File: config.mk
export PLATFORM = sky130hd
export DESIGN_NAME = serport_regs
export DESIGN_NICKNAME = d
export VERILOG_FILES = /design/src/rtl/serport_pkg.sv /design/src/rtl/serport_decode.sv /design/src/rtl/serport_txhand.sv /design/src/rtl/serport_rxhold.sv /design/src/rtl/serport_regs.sv
export SDC_FILE = /design/constraint.sdc
export NUM_CORES = 1
export LEC_CHECK = 0
export BUFFER_PORTS_ARGS = -buffer_cell sky130_fd_sc_hd__buf_2
export CORE_ASPECT_RATIO = 1.75
export CORE_MARGIN = 3
export CORE_UTILIZATION = 45
export CTS_BUF_LIST = sky130_fd_sc_hd__clkbuf_2
export DETAILED_ROUTE_END_ITERATION = 8
export GPL_TIMING_DRIVEN = 0
export PLACE_DENSITY = 0.88
export SYNTH_ARGS = -nofsm -noshare
export SYNTH_HDL_FRONTEND = slang
export SYNTH_HIERARCHICAL = 1
export SYNTH_SLANG_ARGS = --single-unit
File: constraint.sdc
create_clock -name clk -period 5.76 [get_ports clk]
set_input_delay 1.152 -clock clk [delete_from_list [all_inputs] [get_ports clk]]
set_output_delay 1.152 -clock clk [all_outputs]
set_load 0.05 [all_outputs]
File: src/rtl/serport_pkg.sv
package serport_pkg;
    typedef enum logic [1:0] {
        TX_IDLE        = 2'd0,
        TX_LOADED      = 2'd1,
        TX_SENDING     = 2'd2,
        TX_SEND_LOADED = 2'd3
    } tx_state_e;

    // word index inside the four-location window; order is decoded
    typedef enum logic [1:0] {
        LOC_IN   = 2'd0,
        LOC_OUT  = 2'd1,
        LOC_STAT = 2'd2,
        LOC_CTRL = 2'd3
    } loc_e;

    localparam int NUM_LOCS = 4;
endpackage

File: src/rtl/serport_decode.sv
module serport_decode
    import serport_pkg::*;
#(
    parameter int ADDR_W = 12,
    parameter logic [ADDR_W-1:0] BASE_ADDR = 12'h100
) (
    input  logic [ADDR_W-1:0]   addr,
    input  logic                wr,
    input  logic                rd,
    output logic [NUM_LOCS-1:0] wr_sel,
    output logic [NUM_LOCS-1:0] rd_sel
);
    logic hit;
    assign hit = (addr[ADDR_W-1:4] == BASE_ADDR[ADDR_W-1:4]) && (addr[1:0] == 2'b00);

    for (genvar i = 0; i < NUM_LOCS; i++) begin : g_loc
        assign wr_sel[i] = wr && hit && (addr[3:2] == 2'(i));
        assign rd_sel[i] = rd && hit && (addr[3:2] == 2'(i));
    end
endmodule

File: src/rtl/serport_txhand.sv
module serport_txhand
    import serport_pkg::*;
(
    input  logic clk,
    input  logic rst_n,
    input  logic load,
    input  logic take,
    input  logic done,
    output logic ready,
    output logic busy
);
    tx_state_e state, state_nx;

    always_ff @(posedge clk or negedge rst_n) begin
        if (!rst_n) state <= TX_IDLE;
        else        state <= state_nx;
    end

    always_comb begin
        state_nx = state;
        unique case (state)
            TX_IDLE:        if (load) state_nx = TX_LOADED;
            TX_LOADED:      if (take) state_nx = load ? TX_SEND_LOADED : TX_SENDING;
            TX_SENDING: begin
                if (done)      state_nx = load ? TX_LOADED : TX_IDLE;
                else if (load) state_nx = TX_SEND_LOADED;
            end
            TX_SEND_LOADED: begin
                if (take)      state_nx = load ? TX_SEND_LOADED : TX_SENDING;
                else if (done) state_nx = TX_LOADED;
            end
            default:        state_nx = TX_IDLE;
        endcase
    end

    always_comb begin
        ready = 1'b0;
        busy  = 1'b0;
        unique case (state)
            TX_IDLE:        ;
            TX_LOADED:      ready = 1'b1;
            TX_SENDING:     busy  = 1'b1;
            TX_SEND_LOADED: begin ready = 1'b1; busy = 1'b1; end
            default:        ;
        endcase
    end
endmodule

File: src/rtl/serport_rxhold.sv
module serport_rxhold #(
    parameter int DATA_W = 8
) (
    input  logic              clk,
    input  logic              rst_n,
    input  logic              rx_valid,
    input  logic [DATA_W-1:0] rx_byte,
    input  logic              rd_clear,
    output logic [DATA_W-1:0] data,
    output logic              avail
);
    always_ff @(posedge clk or negedge rst_n) begin
        if (!rst_n) begin
            data  <= '0;
            avail <= 1'b0;
        end else if (rx_valid) begin
            data  <= rx_byte;
            avail <= 1'b1;
        end else if (rd_clear) begin
            avail <= 1'b0;
        end
    end
endmodule

File: src/rtl/serport_regs.sv
module serport_regs
    import serport_pkg::*;
#(
    parameter int ADDR_W = 12,
    parameter int BUS_W  = 32,
    parameter int DATA_W = 8,
    parameter int CTRL_W = 16,
    parameter logic [ADDR_W-1:0] BASE_ADDR  = 12'h100,
    parameter logic [CTRL_W-1:0] CTRL_RESET = 16'h0138
) (
    input  logic              clk,
    input  logic              rst_n,
    input  logic [ADDR_W-1:0] bus_addr,
    input  logic              bus_wr,
    input  logic              bus_rd,
    input  logic [BUS_W-1:0]  bus_wdata,
    output logic [BUS_W-1:0]  bus_rdata,
    output logic [DATA_W-1:0] tx_byte,
    output logic              tx_ready,
    input  logic              tx_take,
    input  logic              tx_done,
    input  logic              rx_valid,
    input  logic [DATA_W-1:0] rx_byte,
    output logic [CTRL_W-1:0] ctrl_out
);
    localparam int STAT_W = 2;

    logic [NUM_LOCS-1:0] wr_sel, rd_sel;
    logic [DATA_W-1:0]   out_q, in_data;
    logic [CTRL_W-1:0]   ctrl_q;
    logic                busy, rx_avail, ready_w;
    logic                unused_wdata_hi;

    assign unused_wdata_hi = ^bus_wdata[BUS_W-1:CTRL_W];

    serport_decode #(.ADDR_W(ADDR_W), .BASE_ADDR(BASE_ADDR)) u_dec (
        .addr(bus_addr), .wr(bus_wr), .rd(bus_rd), .wr_sel(wr_sel), .rd_sel(rd_sel)
    );

    serport_txhand u_tx (
        .clk(clk), .rst_n(rst_n), .load(wr_sel[LOC_OUT]), .take(tx_take),
        .done(tx_done), .ready(ready_w), .busy(busy)
    );

    serport_rxhold #(.DATA_W(DATA_W)) u_rx (
        .clk(clk), .rst_n(rst_n), .rx_valid(rx_valid), .rx_byte(rx_byte),
        .rd_clear(rd_sel[LOC_IN]), .data(in_data), .avail(rx_avail)
    );

    always_ff @(posedge clk or negedge rst_n) begin
        if (!rst_n) begin
            out_q  <= '0;
            ctrl_q <= CTRL_RESET;
        end else begin
            if (wr_sel[LOC_OUT])  out_q  <= bus_wdata[DATA_W-1:0];
            if (wr_sel[LOC_CTRL]) ctrl_q <= bus_wdata[CTRL_W-1:0];
        end
    end

    always_comb begin
        bus_rdata = '0;
        unique case (1'b1)
            rd_sel[LOC_IN]:   bus_rdata = BUS_W'(in_data);
            rd_sel[LOC_OUT]:  bus_rdata = BUS_W'(out_q);
            rd_sel[LOC_STAT]: bus_rdata = BUS_W'({rx_avail, busy});
            rd_sel[LOC_CTRL]: bus_rdata = BUS_W'(ctrl_q);
            default:          bus_rdata = '0;
        endcase
    end

    assign tx_byte  = out_q;
    assign tx_ready = ready_w;
    assign ctrl_out = ctrl_q;

    if (STAT_W != 2) begin : g_bad_stat
        $error("status width mismatch");
    end
endmodule

; ---- Word level (Yosys, flattened, before mapping)
; Cells that the tools add are included.
[totals]
register_bits = 35
inputBits = 59
output_inout_bits = 57
elab_cells = 46
[classes]
n_eq_ne = 11
n_mux = 14
reduce_logical = 16
[ops]
columns = operator, count
row1 = case mux 16 bit (4 select lines), 1
row2 = two-way mux 2 bit, 6
row3 = logical AND 1 bit, 9
row4 = "== test 2 bit, second input constant", 4
row5 = "== test 8 x 5 -> 1 bit, second input constant", 1
row6 = case mux 2 bit (4 select lines), 1
row7 = logical NOT 2 bit, 3
row8 = two-way mux 1 bit, 6
row9 = "== test 2 x 1 -> 1 bit, second input constant", 2
row10 = AND reduction 4 bit, 1
row11 = OR reduction 2 bit, 2
row12 = "inequality test 3 x 2 -> 1 bit, second input constant", 1
row13 = "inequality test 3 bit, second input constant", 1
row14 = "inequality test 2 x 1 -> 1 bit, second input constant", 1
row15 = "inequality test 2 bit, second input constant", 1
row16 = nonzero test 2 bit, 1

; ---- Longest topological paths before layout
; Gate-level depths: netlist of the first run.
[depth]
ltp_word = 7
ltp_mapped = 6
mapped_depth_nobuf = 4

; ---- Hierarchy
; The synthesis of the first run kept the hierarchy.
[modules_own_cells]
columns = module, instances, cells_each, area_each_um2
row1 = serport_regs, 1, 97, 1256.2
row2 = serport_rxhold, 1, 20, 369.1
row3 = serport_decode, 1, 22, 217.7
row4 = serport_txhand, 1, 9, 81.3

; ---- Least setup slack after synthesis of the first run
; OpenSTA, ideal clock, no wires.
[synth_path]
path_type = input to output
start = in bus_addr[5]
end = out bus_rdata[0]
arrival_time_ns = 2.989
required_time_ns = 4.608
slack_ns = 1.619
cell_stages = 6
path_buffers = 2
path_cell_list = or4b_1 > buf_2 > nor4_2 > clkbuf_1 > a22oi_1 > nand2_1
[synth_between]
elab_chain_cells = 5
elab_cells_between_ends = 8
cone_classes = 1 x eq/ne / 1 x mux / 6 x reduce/logical
[synth_lines]
columns = element, line_no
row1 = "start, declared", serport_regs.sv:13  ; input logic [ADDR_W-1:0] bus_addr,
row2 = == test 8 x 5 -> 1 bit, serport_decode.sv:14  ; assign hit = (addr[ADDR_W-1:4] == BASE_ADDR[ADDR_W-1:4]) && (addr[1:0] == 2'b00);
row3 = logical AND 1 bit, serport_decode.sv:14
row4 = logical AND 1 bit (2 in series), serport_decode.sv:18  ; assign rd_sel[i] = rd && hit && (addr[3:2] == 2'(i));
row5 = named net rd_sel[3], serport_regs.sv:28  ; logic [NUM_LOCS-1:0] wr_sel, rd_sel;
row6 = case mux 16 bit (4 select lines), serport_regs.sv:62  ; unique case (1'b1)
row7 = "end, declared", serport_regs.sv:17  ; output logic [BUS_W-1:0] bus_rdata,
; The timed path passes the listed nets, and every way through them passes these cells.

; ---- Final worst setup path of the first run
[layout_path]
start = in bus_addr[11]
end = out bus_rdata[0]
; The elaborated chain is that of the path after synthesis.

==> results by group, run 1 <==
Power and ir drop
  – Gate power share: 0.151
  – P_int: 357 uW
  – Net Sw Frac: 0.272
  – Sequential Power Share: 0.524
  – Switching pwr: 133 uW
  – Pwr dens: 198 nW/um^2
  – Leakage power: 0.00143 uW
  – Peak VDD IR: 0.174 mV
  – Clock power share: 0.325

Critical path
  – Worst path max stage delay: 0.71 ns
  – Critical-path top delay cell: nor4_2
  – FF-to-FF End: tx_byte[4]
  – CP Data Required Time: 4.61 ns
  – Startpoint types: input pin
  – Crit path arrival time: 3.51 ns
  – Crit path buffers/inverters: 4
  – R2r setup slk: 4.96 ns
  – Crit path max fanout: 10
  – Crit Path Class: input pin to output pin
  – Stages on worst setup path: 8
  – CP endpoint kind: output pin
  – CP Cell Sequence: buf_2 -> or4_4 -> buf_6 -> nor4_2 -> clkbuf_1 -> a22oi_1 -> nand2_1 -> buf_2
  – Top cell by count, worst path: buf_2
  – CP top delay family: simple AND/OR/NAND/NOR gates
  – R2r startpoint: tx_byte[4]
  – R2R depth: 1

Clock tree
  – Cts hold-fix bufs: 0
  – Inserted Clock Buffers: 5
  – Clock edge transition at the registers on the reported setup and hold paths: 0.17 ns
  – CTS H-Tree Depth: 2
  – Cell chosen for the clock root: clkbuf_2
  – CTS Buffer Depth: 2
  – Clk_lat worst skew: 0.37 ns
  – Post-CTS Setup Repair Bufs: 0
  – CTS tree: built
  – Post_cts resized: 0
  – Sink Count: 35

Floorplanning
  – DIE WIDTH: 54.9 um
  – # rows: 30
  – Initial Util: 0.478
  – Ports: 116
  – Die H: 91.6 um
  – DIE AREA: 5030 um^2
  – Core area: 3940 um^2

Place
  – Gpl congestion: 0.735
  – I/O Buffers: 82
  – Dpl hpwl: 3480 um

Global route
  – Initial antenna violation count: 0
  – Largest net degree at the start of global routing: 36
  – First-pass GRT wire length: 6860 um
  – Number of global-route vias before repair: 1,475
  – Grt ovf: 0
  – Global Route Usage Sum: 0.187

Synth
  – Warnings, synthesis: 6
  – Avg Inst Size Synth: 13.1 um^2
  – Mapped Cells: 144
  – Synthesized cell area: 1880 um^2

Detailed routing
  – WL/cell: 14.7 um
  – Vias post-DR: 1,432
  – Drt initial violations: 19
  – Detailed Routing Iterations Pass 1: 4
  – # DRC: 0
  – Final ANT Viol Nets: 0
  – Drt total wl: 4370 um
  – Number of vias per cell: 4.82

Worst hold path
  – Hold Path Class: flop to flop
  – Hold Path Sink: u_rx/avail
  – Min-Delay Startpoint: u_rx/avail
  – WHS Path Cells: 1

Layout
  – Fillers: 367
  – N_diodes: 0
  – Fin nets: 307
  – Share of cells above drive strength 1: 0.643
  – Layout area overhead: 31.6%
  – Core Util, Final: 0.629

STA
  – Endpoints failing hold: 0
  – RSZ-0062 raised after global routing: false
  – Slew Limit Fails: 0
  – Final setup fails: 0
  – Clock Skew: 0.0000950 ns
  – Fin crit period: 4.66 ns
  – Tcrit/Tclk final: 0.809
  – Setup TNS: 0 ns
  – Slew margin rel.: 0.453
  – Fmax: 215 MHz
  – Worst-margin pin slew: 0.813 ns

Run
  – Max_cap viols: 0

Run status
  – Status: finished, final reports clean
-- through the flow --
step | std cells | hold WS [ns] | worst slack [ns] | instance area (um^2) | total power [uW]
after global routing | 297 | 0.538 | 0.906 | 2480 | 512
after detailed placement | 289 | 0.478 | 1.10 | 2410 | 335
final | 297 | 0.512 | 1.10 | 2480 | 490
after global placement | 289 | 0.470 | 1.08 | 2410 | 333
after floorplan | 159 | 0.462 | 1.63 | 1940 | 311
after CTS | 297 | 0.516 | 1.10 | 2480 | 494
-- power groups by stage --
| stage | registers [uW] | logic, uW | clock network [uW] |
|---|---|---|---|
| 2_1_floorplan | 262 | 49.0 | 0 |
| 3_3_place_gp | 260 | 72.6 | 0 |
| 3_5_place_dp | 261 | 74.0 | 0 |
| 4_1_cts | 257 | 74.1 | 163 |
| 5_1_grt | 258 | 79.7 | 175 |
| 6_report | 257 | 73.9 | 159 |
-- state kept, by name, indices dropped and copies added (netlist names) --
name	count
u_rx/data	8
ctrl_out	16
u_rx/avail	1
u_tx/state	2
tx_byte	8
-- cells in the final DEF (no fill, tap or decap), types with 3 or more instances in the layout --
cell type / n
a222oi_1: 6
a22oi_1: 4
and2_1: 8
buf_2: 85
buf_4: 17
buf_6: 3
clkbuf_1: 4
clkbuf_2: 5
conb_1: 16
dfrtp_1: 31
dfstp_2: 4
inv_1: 9
mux2_2: 14
mux2_4: 18
nand2_1: 3
nand3b_1: 3
nor4_2: 5
-- routing by layer --
metal / share of wire / track usage
met1: 0.34 / 0.196
met2: 0.57 / 0.342
met3: 0.068 / 0.0312
met4: 0.022 / 0.0771
met5: 0 / 0
-- area by class of cell --
cell class	instances	area, um^2	area share
multi-input cells	87	813	0.328
plain buffers	28	211	0.0853
clock inverters	3	43.8	0.0177
inverters	9	33.8	0.0136
well taps	48	60.1	0.0242
repair buffers	82	410	0.166
flip-flops and latches	35	881	0.355
clock buffers	5	25.0	0.0101
-- how the worst max path moves through the flow --
stage / from / endpoint / slack, ns
after floorplan: bus_addr[11] / bus_rdata[0] / 1.63
after global placement: bus_addr[11] / bus_rdata[1] / 1.08
after detailed placement: bus_addr[5] / bus_rdata[0] / 1.10
after CTS: bus_addr[5] / bus_rdata[0] / 1.10
after global routing: bus_addr[11] / bus_rdata[0] / 0.91
final: bus_addr[11] / bus_rdata[0] / 1.10
No activity file was read; power rests on OpenSTA's default activity.
==> inputs of run 2 (changes only) <==
--- a/config.mk
+++ b/config.mk
@@ -5,14 +5,15 @@
 export SDC_FILE = /design/constraint.sdc
 export NUM_CORES = 1
 export LEC_CHECK = 0
+export ABC_AREA = 1
 export BUFFER_PORTS_ARGS = -buffer_cell sky130_fd_sc_hd__buf_2
 export CORE_ASPECT_RATIO = 1.75
 export CORE_MARGIN = 3
-export CORE_UTILIZATION = 45
+export CORE_UTILIZATION = 40
 export CTS_BUF_LIST = sky130_fd_sc_hd__clkbuf_2
 export DETAILED_ROUTE_END_ITERATION = 8
 export GPL_TIMING_DRIVEN = 0
-export PLACE_DENSITY = 0.88
+export PLACE_DENSITY = 0.84
 export SYNTH_ARGS = -nofsm -noshare
 export SYNTH_HDL_FRONTEND = slang
 export SYNTH_HIERARCHICAL = 1
==> constraint.sdc (replaced) <==
create_clock -name clk -period 4.05 [get_ports clk]
set_input_delay 0.81 -clock clk [delete_from_list [all_inputs] [get_ports clk]]
set_output_delay 0.81 -clock clk [all_outputs]
set_load 0.05 [all_outputs]
==> results by group, run 2 <==
Global route
  – First-pass GRT wire length: 7400 um (was 6860 um)
  – Number of global-route vias before repair: 1,729 (was 1,475)
  – Grt ovf: 0 (unchanged)
  – Global Route Usage Sum: 0.174 (was 0.187)
  – Initial antenna violation count: 0 (unchanged)
  – Largest net degree at the start of global routing: 36 (unchanged)

Detailed routing
  – Drt total wl: 4660 um (was 4370 um)
  – WL/cell: 11.4 um (was 14.7 um)
  – Vias post-DR: 1,764 (was 1,432)
  – Number of vias per cell: 4.32 (was 4.82)
  – Final ANT Viol Nets: 0 (unchanged)
  – Detailed Routing Iterations Pass 1: 4 (unchanged)
  – Drt initial violations: 50 (was 19)
  – # DRC: 0 (unchanged)

Critical path
  – Crit Path Class: input pin to output pin (unchanged)
  – R2r startpoint: ctrl_out[4] (was tx_byte[4])
  – CP endpoint kind: output pin (unchanged)
  – Crit path max fanout: 10 (unchanged)
  – R2R depth: 2 (was 1)
  – CP Data Required Time: 3.24 ns (was 4.61 ns)
  – R2r setup slk: 3.22 ns (was 4.96 ns)
  – CP endpoint: bus_rdata[3] (was bus_rdata[0])
  – Crit path launch: bus_addr[11] (unchanged)
  – Startpoint types: input pin (unchanged)
  – FF-to-FF End: ctrl_out[4] (was tx_byte[4])
  – Crit path arrival time: 2.21 ns (was 3.51 ns)

Clock tree
  – CTS Buffer Depth: 2 (unchanged)
  – Cell chosen for the clock root: clkbuf_2 (unchanged)
  – Clk_lat worst skew: 0.35 ns (was 0.37 ns)
  – Clock edge transition at the registers on the reported setup and hold paths: 0.19 ns (was 0.17 ns)
  – CTS tree: built (unchanged)
  – Post_cts resized: 0 (unchanged)
  – CTS H-Tree Depth: 2 (unchanged)
  – Sink Count: 35 (unchanged)
  – Inserted Clock Buffers: 5 (unchanged)
  – Post-CTS Setup Repair Bufs: 0 (unchanged)
  – Cts hold-fix bufs: 0 (unchanged)

Floorplanning
  – # rows: 32 (was 30)
  – Ports: 116 (unchanged)
  – Die H: 96.1 um (was 91.6 um)
  – DIE WIDTH: 57.5 um (was 54.9 um)
  – Core area: 4440 um^2 (was 3940 um^2)
  – Initial Util: 0.418 (was 0.478)
  – DIE AREA: 5520 um^2 (was 5030 um^2)

STA
  – Slew Limit Fails: 0 (unchanged)
  – Setup TNS: 0 ns (unchanged)
  – Fin crit period: 3.02 ns
  – Endpoints failing hold: 0 (unchanged)
  – Worst-margin pin slew: 0.776 ns (was 0.813 ns)
  – RSZ-0062 raised after global routing: false (unchanged)
  – Slew margin rel.: 0.483 (was 0.453)
  – Tcrit/Tclk final: 0.747
  – Final setup fails: 0 (unchanged)
  – Clock Skew: 0.0000364 ns (was 0.0000950 ns)
  – Fmax: 331 MHz

Synth
  – Warnings, synthesis: 6 (unchanged)
  – Avg Inst Size Synth: 7.36 um^2 (was 13.1 um^2)
  – Synthesized cell area: 1860 um^2 (was 1880 um^2)
  – Mapped Cells: 252 (was 144)

Layout
  – Area of all placed cells without fillers: 2430 um^2 (was 2480 um^2)
  – N_diodes: 0 (unchanged)
  – Post-Layout Cell Count: 408 (was 297)
  – Core Util, Final: 0.546 (was 0.629)
  – Max reg flops: 16 (unchanged)
  – Most common cell after layout, fill and taps aside: nand2_1 (was buf_2)
  – Share of cells above drive strength 1: 0.356 (was 0.643)
  – Fin nets: 415 (was 307)
  – Layout area overhead: 30.7% (was 31.6%)
  – Commonest non-fill, non-tap cells in the layout: 96 x nand2_1, 86 x buf_2, 43 x inv_1, 31 x dfrtp_1, 20 x buf_4 (was 85 x buf_2, 31 x dfrtp_1, 18 x mux2_4, 17 x buf_4, 16 x conb_1)
  – Fillers: 448 (was 367)

Run status
  – Status: finished, final reports clean (unchanged)

Place
  – Placed inst area: 2390 um^2 (was 2410 um^2)
  – I/O Buffers: 82 (unchanged)
  – Dpl hpwl: 3700 um (was 3480 um)
  – Gpl congestion: 0.771 (was 0.735)
  – Dpl cells: 400 (was 289)

Power and ir drop
  – Peak VDD IR: 0.169 mV (was 0.174 mV)
  – Pwr dens: 257 nW/um^2 (was 198 nW/um^2)
  – Leakage power: 0.00148 uW (was 0.00143 uW)

Worst hold path
  – Hold Path Class: input pin to async pin (was flop to flop)

Run
  – Max_cap viols: 0 (unchanged)
## run 2: final cells by class
class | count | area (um^2) | share of cell area
buffer | 27 | 189 | 0.0779
sequential | 35 | 881 | 0.363
inverter | 44 | 165 | 0.0681
tap | 51 | 63.8 | 0.0263
timing repair buffer | 82 | 410 | 0.169
multi-input combinational | 161 | 677 | 0.279
clock inverter | 1 | 5.00 | 0.00206
clock buffer | 7 | 35.0 | 0.0144
## run 2: worst max-delay path: stages
cell and delay [ns]:
buf_2 0.10, nor2_2 0.11, nand3_2 0.10, nor2_4 0.11, nand2_2 0.08, nor2_1 0.09, buf_2 0.19, buf_4 0.20
nand2_1 0.07, nand3_1 0.07, buf_2 0.26
## run 2: per-layer routing
layer | global-route usage | routed length, um | share of wire | vias to the layer above
met3 | 0.0550 | 431 | 0.093 | 6
li1 | - | - | - | 916
met1 | 0.164 | 1580 | 0.34 | 766
met5 | 0 | 0 | 0 | -
met2 | 0.326 | 2550 | 0.55 | 76
met4 | 0.0870 | 94 | 0.020 | 0
## run 2: worst min path at each step
stage / depth (start not counted) / startpoint / endpoint
after floorplan: 2 / u_rx/avail / u_rx/avail
final: 1 / rst_n / tx_byte[4]
after global routing: 2 / ctrl_out[8] / ctrl_out[8]
after detailed placement: 2 / ctrl_out[8] / ctrl_out[8]
after global placement: 2 / u_rx/avail / u_rx/avail
after CTS: 2 / ctrl_out[8] / ctrl_out[8]
## run 2: power by group
part	switching (uW)	leakage (uW)	internal [uW]
clock network	112	0.0000330	47.2
logic	67.0	0.00110	32.6
registers	5.09	0.000352	359
total	184	0.00148	439
## run 2: per-stage QoR
stage          setup WS, ns  total power (uW)  hold WS (ns)
2_1_floorplan          1.28               436         0.441
4_1_cts                1.04               632         0.482
3_3_place_gp           1.08               468         0.453
3_5_place_dp           1.04               470         0.458
6_report               1.03               623         0.478
5_1_grt               0.865               656         0.495
